**src/rtl/dma_pkg.sv**
```systemverilog
package dma_pkg;
    localparam int CTL_W = 11;

    localparam logic [1:0] TA_BLOCK = 2'd0;
    localparam logic [1:0] TA_BEAT  = 2'd2;
    localparam logic [1:0] TA_CHAIN = 2'd3;

    localparam logic [1:0] EV_OFF   = 2'd0;
    localparam logic [1:0] EV_BLOCK = 2'd1;
    localparam logic [1:0] EV_CHAIN = 2'd2;
    localparam logic [1:0] EV_BEAT  = 2'd3;

    localparam int FL_ERR  = 0;
    localparam int FL_DONE = 1;
    localparam int FL_BLK  = 2;
    localparam int FL_SUSP = 3;
    localparam int NFLAG   = 4;

    typedef enum logic [2:0] {
        ST_IDLE, ST_FETCH, ST_WAIT, ST_READ, ST_WRITE, ST_SUSP
    } dma_st_e;

    // LSB first: src_inc is bit 0 of the control field
    typedef struct packed {
        logic [1:0] blkact;
        logic [1:0] evsel;
        logic [1:0] bsize;
        logic [2:0] step;
        logic       dst_inc;
        logic       src_inc;
    } dma_ctl_t;
endpackage

```
**src/rtl/dma_addr_step.sv**
```systemverilog
module dma_addr_step #(
    parameter int AW = 32
) (
    input  logic [AW-1:0] addr_i,
    input  logic          inc_i,
    input  logic [1:0]    bsize_i,
    input  logic [2:0]    step_i,
    output logic [AW-1:0] addr_o
);
    logic [3:0] shamt;
    always_comb begin
        shamt  = {2'b00, bsize_i} + {1'b0, step_i};
        addr_o = inc_i ? addr_i + (AW'(1) << shamt) : addr_i;
    end
endmodule

```
**src/rtl/dma_trig_unit.sv**
```systemverilog
module dma_trig_unit #(
    parameter int SW = 5
) (
    input  logic          clk,
    input  logic          rst_n,
    input  logic          clear_i,
    input  logic [SW-1:0] src_i,
    input  logic          sw_i,
    input  logic          per_i,
    input  logic          take_i,
    output logic          pend_o
);
    logic pend_d, pend_q, hit;
    always_comb begin
        hit    = (src_i == '0) ? sw_i : per_i;
        pend_d = clear_i ? 1'b0 : (hit | (pend_q & ~take_i));
    end
    always_ff @(posedge clk or negedge rst_n) begin
        if (!rst_n) pend_q <= 1'b0;
        else        pend_q <= pend_d;
    end
    assign pend_o = pend_q;
endmodule

```
**src/rtl/dma_flag_unit.sv**
```systemverilog
module dma_flag_unit #(
    parameter int NF = 4
) (
    input  logic          clk,
    input  logic          rst_n,
    input  logic [NF-1:0] set_i,
    input  logic [NF-1:0] clr_i,
    input  logic [NF-1:0] en_i,
    output logic [NF-1:0] flags_o,
    output logic          irq_o
);
    logic [NF-1:0] fl_d, fl_q;
    always_comb fl_d = (fl_q & ~clr_i) | set_i;
    always_ff @(posedge clk or negedge rst_n) begin
        if (!rst_n) fl_q <= '0;
        else        fl_q <= fl_d;
    end
    assign flags_o = fl_q;
    assign irq_o   = |(fl_q & en_i);
endmodule

```
**src/rtl/dma_chan_engine.sv**
```systemverilog
module dma_chan_engine
    import dma_pkg::*;
#(
    parameter int AW = 32,
    parameter int DW = 32,
    parameter int CW = 16,
    parameter int SW = 5,
    localparam int CB = 3 * AW + CW,
    localparam int DESC_W = CB + CTL_W
) (
    input  logic              clk,
    input  logic              rst_n,
    input  logic              ch_start,
    input  logic [AW-1:0]     desc_ptr,
    input  logic [1:0]        trig_act,
    input  logic [SW-1:0]     trig_src,
    input  logic              sw_trig,
    input  logic              per_trig,
    input  logic              evo_en,
    input  logic              suspend_req,
    input  logic              resume_req,
    input  logic [NFLAG-1:0]  int_en,
    input  logic [NFLAG-1:0]  flag_clr,
    output logic              desc_req,
    output logic [AW-1:0]     desc_addr,
    input  logic              desc_ack,
    input  logic [DESC_W-1:0] desc_data,
    output logic              rd_req,
    output logic [AW-1:0]     rd_addr,
    output logic [1:0]        rd_size,
    input  logic              rd_ack,
    input  logic              rd_err,
    input  logic [DW-1:0]     rd_data,
    output logic              wr_req,
    output logic [AW-1:0]     wr_addr,
    output logic [1:0]        wr_size,
    output logic [DW-1:0]     wr_data,
    input  logic              wr_ack,
    input  logic              wr_err,
    output logic              active,
    output logic [NFLAG-1:0]  flags,
    output logic              irq,
    output logic              evt_o,
    output logic [CW-1:0]     wb_cnt,
    output logic [AW-1:0]     wb_src,
    output logic [AW-1:0]     wb_dst
);
    typedef struct packed {
        dma_st_e       st;
        logic [AW-1:0] cur;
        logic [AW-1:0] src;
        logic [AW-1:0] dst;
        logic [AW-1:0] nxt;
        logic [CW-1:0] cnt;
        dma_ctl_t      ctl;
        logic [DW-1:0] data;
        logic          armed;
        logic          spend;
        logic          evt;
    } regs_t;

    regs_t q, n;
    logic [NFLAG-1:0] fl_set;
    logic             take, pend, last_beat, ev_hit;
    logic [AW-1:0]    side_cur [2];
    logic [AW-1:0]    side_nxt [2];
    logic             side_inc [2];

    assign side_cur[0] = q.src;
    assign side_cur[1] = q.dst;
    assign side_inc[0] = q.ctl.src_inc;
    assign side_inc[1] = q.ctl.dst_inc;

    for (genvar g = 0; g < 2; g++) begin : g_side
        dma_addr_step #(.AW(AW)) step_i (
            .addr_i (side_cur[g]),
            .inc_i  (side_inc[g]),
            .bsize_i(q.ctl.bsize),
            .step_i (q.ctl.step),
            .addr_o (side_nxt[g])
        );
    end

    dma_trig_unit #(.SW(SW)) trig_i (
        .clk    (clk),
        .rst_n  (rst_n),
        .clear_i(q.st == ST_IDLE),
        .src_i  (trig_src),
        .sw_i   (sw_trig),
        .per_i  (per_trig),
        .take_i (take),
        .pend_o (pend)
    );

    dma_flag_unit #(.NF(NFLAG)) flag_i (
        .clk    (clk),
        .rst_n  (rst_n),
        .set_i  (fl_set),
        .clr_i  (flag_clr),
        .en_i   (int_en),
        .flags_o(flags),
        .irq_o  (irq)
    );

    always_comb begin
        n         = q;
        n.evt     = 1'b0;
        fl_set    = '0;
        take      = 1'b0;
        desc_req  = 1'b0;
        rd_req    = 1'b0;
        wr_req    = 1'b0;
        last_beat = (q.cnt == CW'(1));
        ev_hit    = 1'b0;
        case (q.st)
            ST_IDLE: begin
                n.armed = 1'b0;
                n.spend = 1'b0;
                if (ch_start) begin
                    n.cur = desc_ptr;
                    n.st  = ST_FETCH;
                end
            end
            ST_FETCH: begin
                desc_req = 1'b1;
                if (desc_ack) begin
                    n.src = desc_data[AW-1:0];
                    n.dst = desc_data[2*AW-1:AW];
                    n.nxt = desc_data[3*AW-1:2*AW];
                    n.cnt = desc_data[CB-1:3*AW];
                    n.ctl = desc_data[CB+CTL_W-1:CB];
                    n.st  = ST_WAIT;
                end
            end
            ST_WAIT: begin
                if (q.spend) begin
                    n.st = ST_SUSP;
                    fl_set[FL_SUSP] = 1'b1;
                end else if (q.armed || pend) begin
                    take    = !q.armed;
                    n.armed = (trig_act != TA_BEAT);
                    n.st    = ST_READ;
                end
            end
            ST_READ: begin
                rd_req = 1'b1;
                if (rd_ack) begin
                    if (rd_err) begin
                        fl_set[FL_ERR] = 1'b1;
                        n.st = ST_IDLE;
                    end else begin
                        n.data = rd_data;
                        n.st   = ST_WRITE;
                    end
                end
            end
            ST_WRITE: begin
                wr_req = 1'b1;
                if (wr_ack) begin
                    if (wr_err) begin
                        fl_set[FL_ERR] = 1'b1;
                        n.st = ST_IDLE;
                    end else begin
                        n.src = side_nxt[0];
                        n.dst = side_nxt[1];
                        n.cnt = q.cnt - CW'(1);
                        ev_hit = (q.ctl.evsel == EV_BEAT);
                        if (!last_beat) begin
                            n.st = ST_WAIT;
                        end else begin
                            ev_hit = ev_hit || (q.ctl.evsel == EV_BLOCK) ||
                                     ((q.nxt == '0) && (q.ctl.evsel == EV_CHAIN));
                            fl_set[FL_BLK] = q.ctl.blkact[0];
                            if (q.nxt == '0) begin
                                fl_set[FL_DONE] = 1'b1;
                                n.st = ST_IDLE;
                            end else begin
                                n.spend = q.spend | q.ctl.blkact[1];
                                n.cur   = q.nxt;
                                n.st    = ST_FETCH;
                                if (trig_act == TA_BLOCK) n.armed = 1'b0;
                            end
                        end
                        n.evt = evo_en && ev_hit;
                    end
                end
            end
            ST_SUSP: begin
                if (!q.spend) n.st = ST_WAIT;
            end
            default: n.st = ST_IDLE;
        endcase
        if (q.st != ST_IDLE && n.st != ST_IDLE) begin
            if (resume_req)  n.spend = 1'b0;
            if (suspend_req) n.spend = 1'b1;
        end
    end

    always_ff @(posedge clk or negedge rst_n) begin
        if (!rst_n) q <= '0;
        else        q <= n;
    end

    assign desc_addr = q.cur;
    assign rd_addr   = q.src;
    assign rd_size   = q.ctl.bsize;
    assign wr_addr   = q.dst;
    assign wr_size   = q.ctl.bsize;
    assign wr_data   = q.data;
    assign active    = (q.st != ST_IDLE);
    assign evt_o     = q.evt;
    assign wb_cnt    = q.cnt;
    assign wb_src    = q.src;
    assign wb_dst    = q.dst;
endmodule

```
**config.mk**
```make
export PLATFORM = sky130hd
export DESIGN_NAME = dma_chan_engine
export DESIGN_NICKNAME = d
export VERILOG_FILES = /design/src/rtl/dma_pkg.sv /design/src/rtl/dma_addr_step.sv /design/src/rtl/dma_trig_unit.sv /design/src/rtl/dma_flag_unit.sv /design/src/rtl/dma_chan_engine.sv
export SDC_FILE = /design/constraint.sdc
export NUM_CORES = 1
export LEC_CHECK = 0
export BUFFER_PORTS_ARGS = -buffer_cell sky130_fd_sc_hd__buf_2
export CAP_MARGIN = 20
export CORE_UTILIZATION = 41
export DETAILED_ROUTE_END_ITERATION = 8
export PLACE_DENSITY_LB_ADDON = 0.2
export REMOVE_ABC_BUFFERS = 1
export SLEW_MARGIN = 0
export SYNTH_ARGS = -nofsm -noshare
export SYNTH_HDL_FRONTEND = slang
export SYNTH_SLANG_ARGS = --single-unit
```
**constraint.sdc**
```tcl
create_clock -name clk -period 4.9 [get_ports clk]
set_input_delay 0.98 -clock clk [delete_from_list [all_inputs] [get_ports clk]]
set_output_delay 0.98 -clock clk [all_outputs]
set_load 0.005 [all_outputs]
```
==> flow_metrics.env <==
export IMPL_clock_sinks=198
export IMPL_ys_types=94
export IMPL_clock_latency_ns=0.46
export IMPL_cts_buffers=17
export IMPL_final_cell_mix="buf_2, nand2_1, dfrtp_1, nor2_1, o21ai_0"
export IMPL_port_buffers=436
export IMPL_dpl_cell_count=2114
export IMPL_synth_top_family_by_area="compound AO/OA/AOI/OAI gates"
export IMPL_critPathArrivalTime_ns=4.94
export IMPL_power_leakage_nw=7.18
export IMPL_drt_pass1_iterations=5
export IMPL_synth_compound_area_share_pct=21.3
export IMPL_grt_pass1_vias=11400
export IMPL_synth_mux_area_share_pct=3.27
export IMPL_grt_usage_pct=24.1
export IMPL_core_area_sq_um=31600
export IMPL_io_pins=437
export IMPL_status="finished, final reports clean"
export IMPL_dp_hpwl_mm=29.4
export IMPL_synth_xor_area_share_pct=1.92
export IMPL_design_area_sq_um=14900
export IMPL_setup_viol_count_final=0
export IMPL_whs_endpoint="q[44]"
export IMPL_synthToLayoutAreaGrowth_pct=12.8
export IMPL_routed_wl_mm=40.1
export IMPL_path_delay_family="compound AO/OA/AOI/OAI gates"
export IMPL_vias=12000
export IMPL_overflow=0
export IMPL_die_area_sq_um=32900
export IMPL_worstPathMaxFanout=14
export IMPL_ff2ff_setup_slack_ns=0.32
export IMPL_routedWlPerCell_microns=18.6
export IMPL_synth_edf_count=0
export IMPL_nNetsFinal=1977
export IMPL_slew_headroom_pct=42.9
export IMPL_synthArstFlopShare_pct=100
export IMPL_cap_violations=0
export IMPL_synth_seq_cells=198
export IMPL_maxSlewViolCount=0
export IMPL_tightest_slew_ns=0.856
export IMPL_drtAntennaViolNets=0
export IMPL_grt_pass1_wl_mm=62.4
export IMPL_r2r_cells=19
export IMPL_synth_fa_ha_area_share_pct=2.84
export IMPL_critical_path_required_ns=5.26
export IMPL_finalNonFillerCells=2153
export IMPL_hold_violations=0
export IMPL_antenna_found_initial=9
export IMPL_path_buf_inv=2
export IMPL_max_vdd_ir_drop_mv=0.328
export IMPL_path_common_cell="ha_2"
export IMPL_cp_start_kind="register"
export IMPL_hp_class="reg -> reg"
export IMPL_startpoint="rd_size[0]"
export IMPL_p_per_area_nw_per_um2=631
export IMPL_cts_max_path_buffers=2
export IMPL_cts_tree="done"
export IMPL_post_route_period_util_pct=93.4
export IMPL_path_cells="ha_1 > inv_1 > fa_1 > buf_4 > nor2b_2 > a21oi_2 > nor2_2 > ha_2 > ha_2 > nand2_1 > o21a_1 > a221oi_2 > or2_1 > and2b_1 > a311oi_2 > o21ai_2 > a41oi_2 > or3_4 > o311ai_1"
export IMPL_clkTransAtPathRegs_ns=0.09
export IMPL_synth_avg_cell_area_sq_um=8.51
export IMPL_max_stage_delay_ns=0.47
export IMPL_crit_type="reg -> reg"
export IMPL_grt_max_degree=85
export IMPL_final_common_cell="buf_2"
export IMPL_dr_first_iter_drc_count=878
export IMPL_reg2reg_from="rd_size[0]"
export IMPL_synth_warnings=0
export IMPL_mappedNetlistArea_sq_um=13200
export IMPL_register_area_sq_um=4950
export IMPL_seq_area_frac_synth_pct=37.5
export IMPL_min_delay_start="q[44]"
export IMPL_gp_congestion=0.885
export IMPL_ctsHtreeMaxLevel=4
export IMPL_cp_end_kind="register"
export IMPL_postSynthCellCount=1551
export IMPL_initial_core_util_pct=41.7
export IMPL_vias_per_cell=5.55
export IMPL_ys_flop_type="dfrtp_1"
export IMPL_slowest_stage="or3_4"
export IMPL_drive_gt1_share_pct=33.2
export IMPL_drc=0
export IMPL_reg2reg_to="rd_addr[28]"
export IMPL_min_path_cells=2
export IMPL_finClkSkew_ns=0.0137
export IMPL_placed_area_sq_um=14200
export IMPL_synth_simple_area_share_pct=17.3
export IMPL_cts_root_buf="clkbuf_16"
export IMPL_multi_input_area_sq_um=6210
export IMPL_fillers=3158
export IMPL_period_needed_ns=4.58
export IMPL_die_y_microns=181
export IMPL_die_width_microns=181
export IMPL_rows=65
export IMPL_cts_hold_buf=0
export IMPL_tns_ns=0
export IMPL_fmax_mhz=219
## tightest hold or removal path, delay by kind of cell, from the launching register on
family        cells  cell delay [ns]
flops             1             0.35
simple gates      2             0.10
## cells in the mapped netlist, types with 5 or more instances
master,count,area (sq um)
o22ai_1,9,56.3
a221oi_1,16,140
o21ai_0,102,510
nand3_1,29,145
mux2_2,33,372
buf_2,6,30.0
nor4_1,13,81.3
o311ai_1,6,52.6
o311ai_0,6,52.6
dfrtp_1,198,4950
nor2b_1,7,43.8
clkbuf_1,74,278
ha_1,26,325
mux2i_1,6,60.1
inv_1,36,135
and3_1,18,113
a31oi_1,20,125
buf_4,215,1610
a32oi_1,9,78.8
xor2_1,12,105
a21oi_1,98,490
or2_2,5,31.3
o31ai_1,10,75.1
o211ai_1,6,45.0
nand4_1,5,31.3
nor3_1,24,120
nand2_1,207,777
a22oi_1,51,383
a22o_1,8,70.1
a21o_1,10,75.1
and2_1,8,50.1
nor2_1,150,563
xnor2_1,17,149
## how the worst max path moves through the flow
stage,end,cells after the start
floorplan,desc_addr[0],8
finish,rd_addr[28],19
CTS,rd_addr[28],19
global route,rd_addr[28],19
global placement,rd_addr[26],19
detailed placement,rd_addr[28],19
## kinds of logic (layout without fill, tap and decap cells)
family	Yosys count	count (layout)
AO/OA/AOI/OAI	413	413
XOR/XNOR	29	29
adder cells (fa/ha/maj)	30	30
buffers and inverters	336	533
flip-flops	198	198
multiplexers	39	39
other	0	3
AND/OR/NAND/NOR	506	506
## area by class of cell
| class | instances | share of cell area, % |
|---|---|---|
| Clock buffer | 17 | 2.86 |
| Multi-Input combinational cell | 1017 | 41.7 |
| Inverter | 37 | 0.933 |
| Antenna cell | 3 | 0.0504 |
| Clock inverter | 15 | 1.50 |
| Tap cell | 402 | 3.38 |
| Timing Repair Buffer | 464 | 16.3 |
| Sequential cell | 198 | 33.3 |
## sequential cells by signal (all words and copies together), names as in the netlist
name / flops
flag_i.flags_o: 4
desc_addr: 32
rd_size: 2
trig_i.pend_o: 1
wb_cnt: 16
rd_addr: 32
q: 46
wb_dst: 32
wr_data: 32
evt_o: 1
## routing by layer
layer | GRT usage (%) | share of wire [%] | up-vias
met4 | 8.20 | 2.4 | 12
met2 | 39.4 | 48 | 468
met3 | 6.02 | 6.7 | 75
li1 | - | - | 5637
met1 | 31.0 | 43 | 5758
met5 | 0 | 0.19 | -
## metrics by stage
| step | hold WS [ns] | total power, mW | util, % | setup slack (ns) |
|---|---|---|---|---|
| 6_report | 0.481 | 9.40 | 47.1 | 0.323 |
| 5_1_grt | 0.493 | 10.1 | 47.0 | -0.000126 |
| 4_1_cts | 0.483 | 9.40 | 46.9 | 0.148 |
| 3_5_place_dp | 0.463 | 7.79 | 44.8 | 0.199 |
| 3_3_place_gp | 0.457 | 7.73 | 44.8 | 0.414 |
| 2_1_floorplan | 0.445 | 5.83 | - | 0.208 |
## timing repair
| item | in CTS | in global routing |
|---|---|---|
| resized for setup | 0 | 7 |
| buffers inserted | 0 | 4 |
| setup endpoints to repair | 0 | 6 |
| endpoints found under the hold margin | 0 | 0 |
## power breakdown
group	total [mW]	internal (mW)	leakage (nW)	switching, mW
Clock	1.57	0.799	0.316	0.769
Sequential	3.22	2.40	2.46	0.822
Combinational	4.61	1.99	4.41	2.63
Total	9.40	5.18	7.18	4.22
No activity file was read; power rests on OpenSTA's default activity.
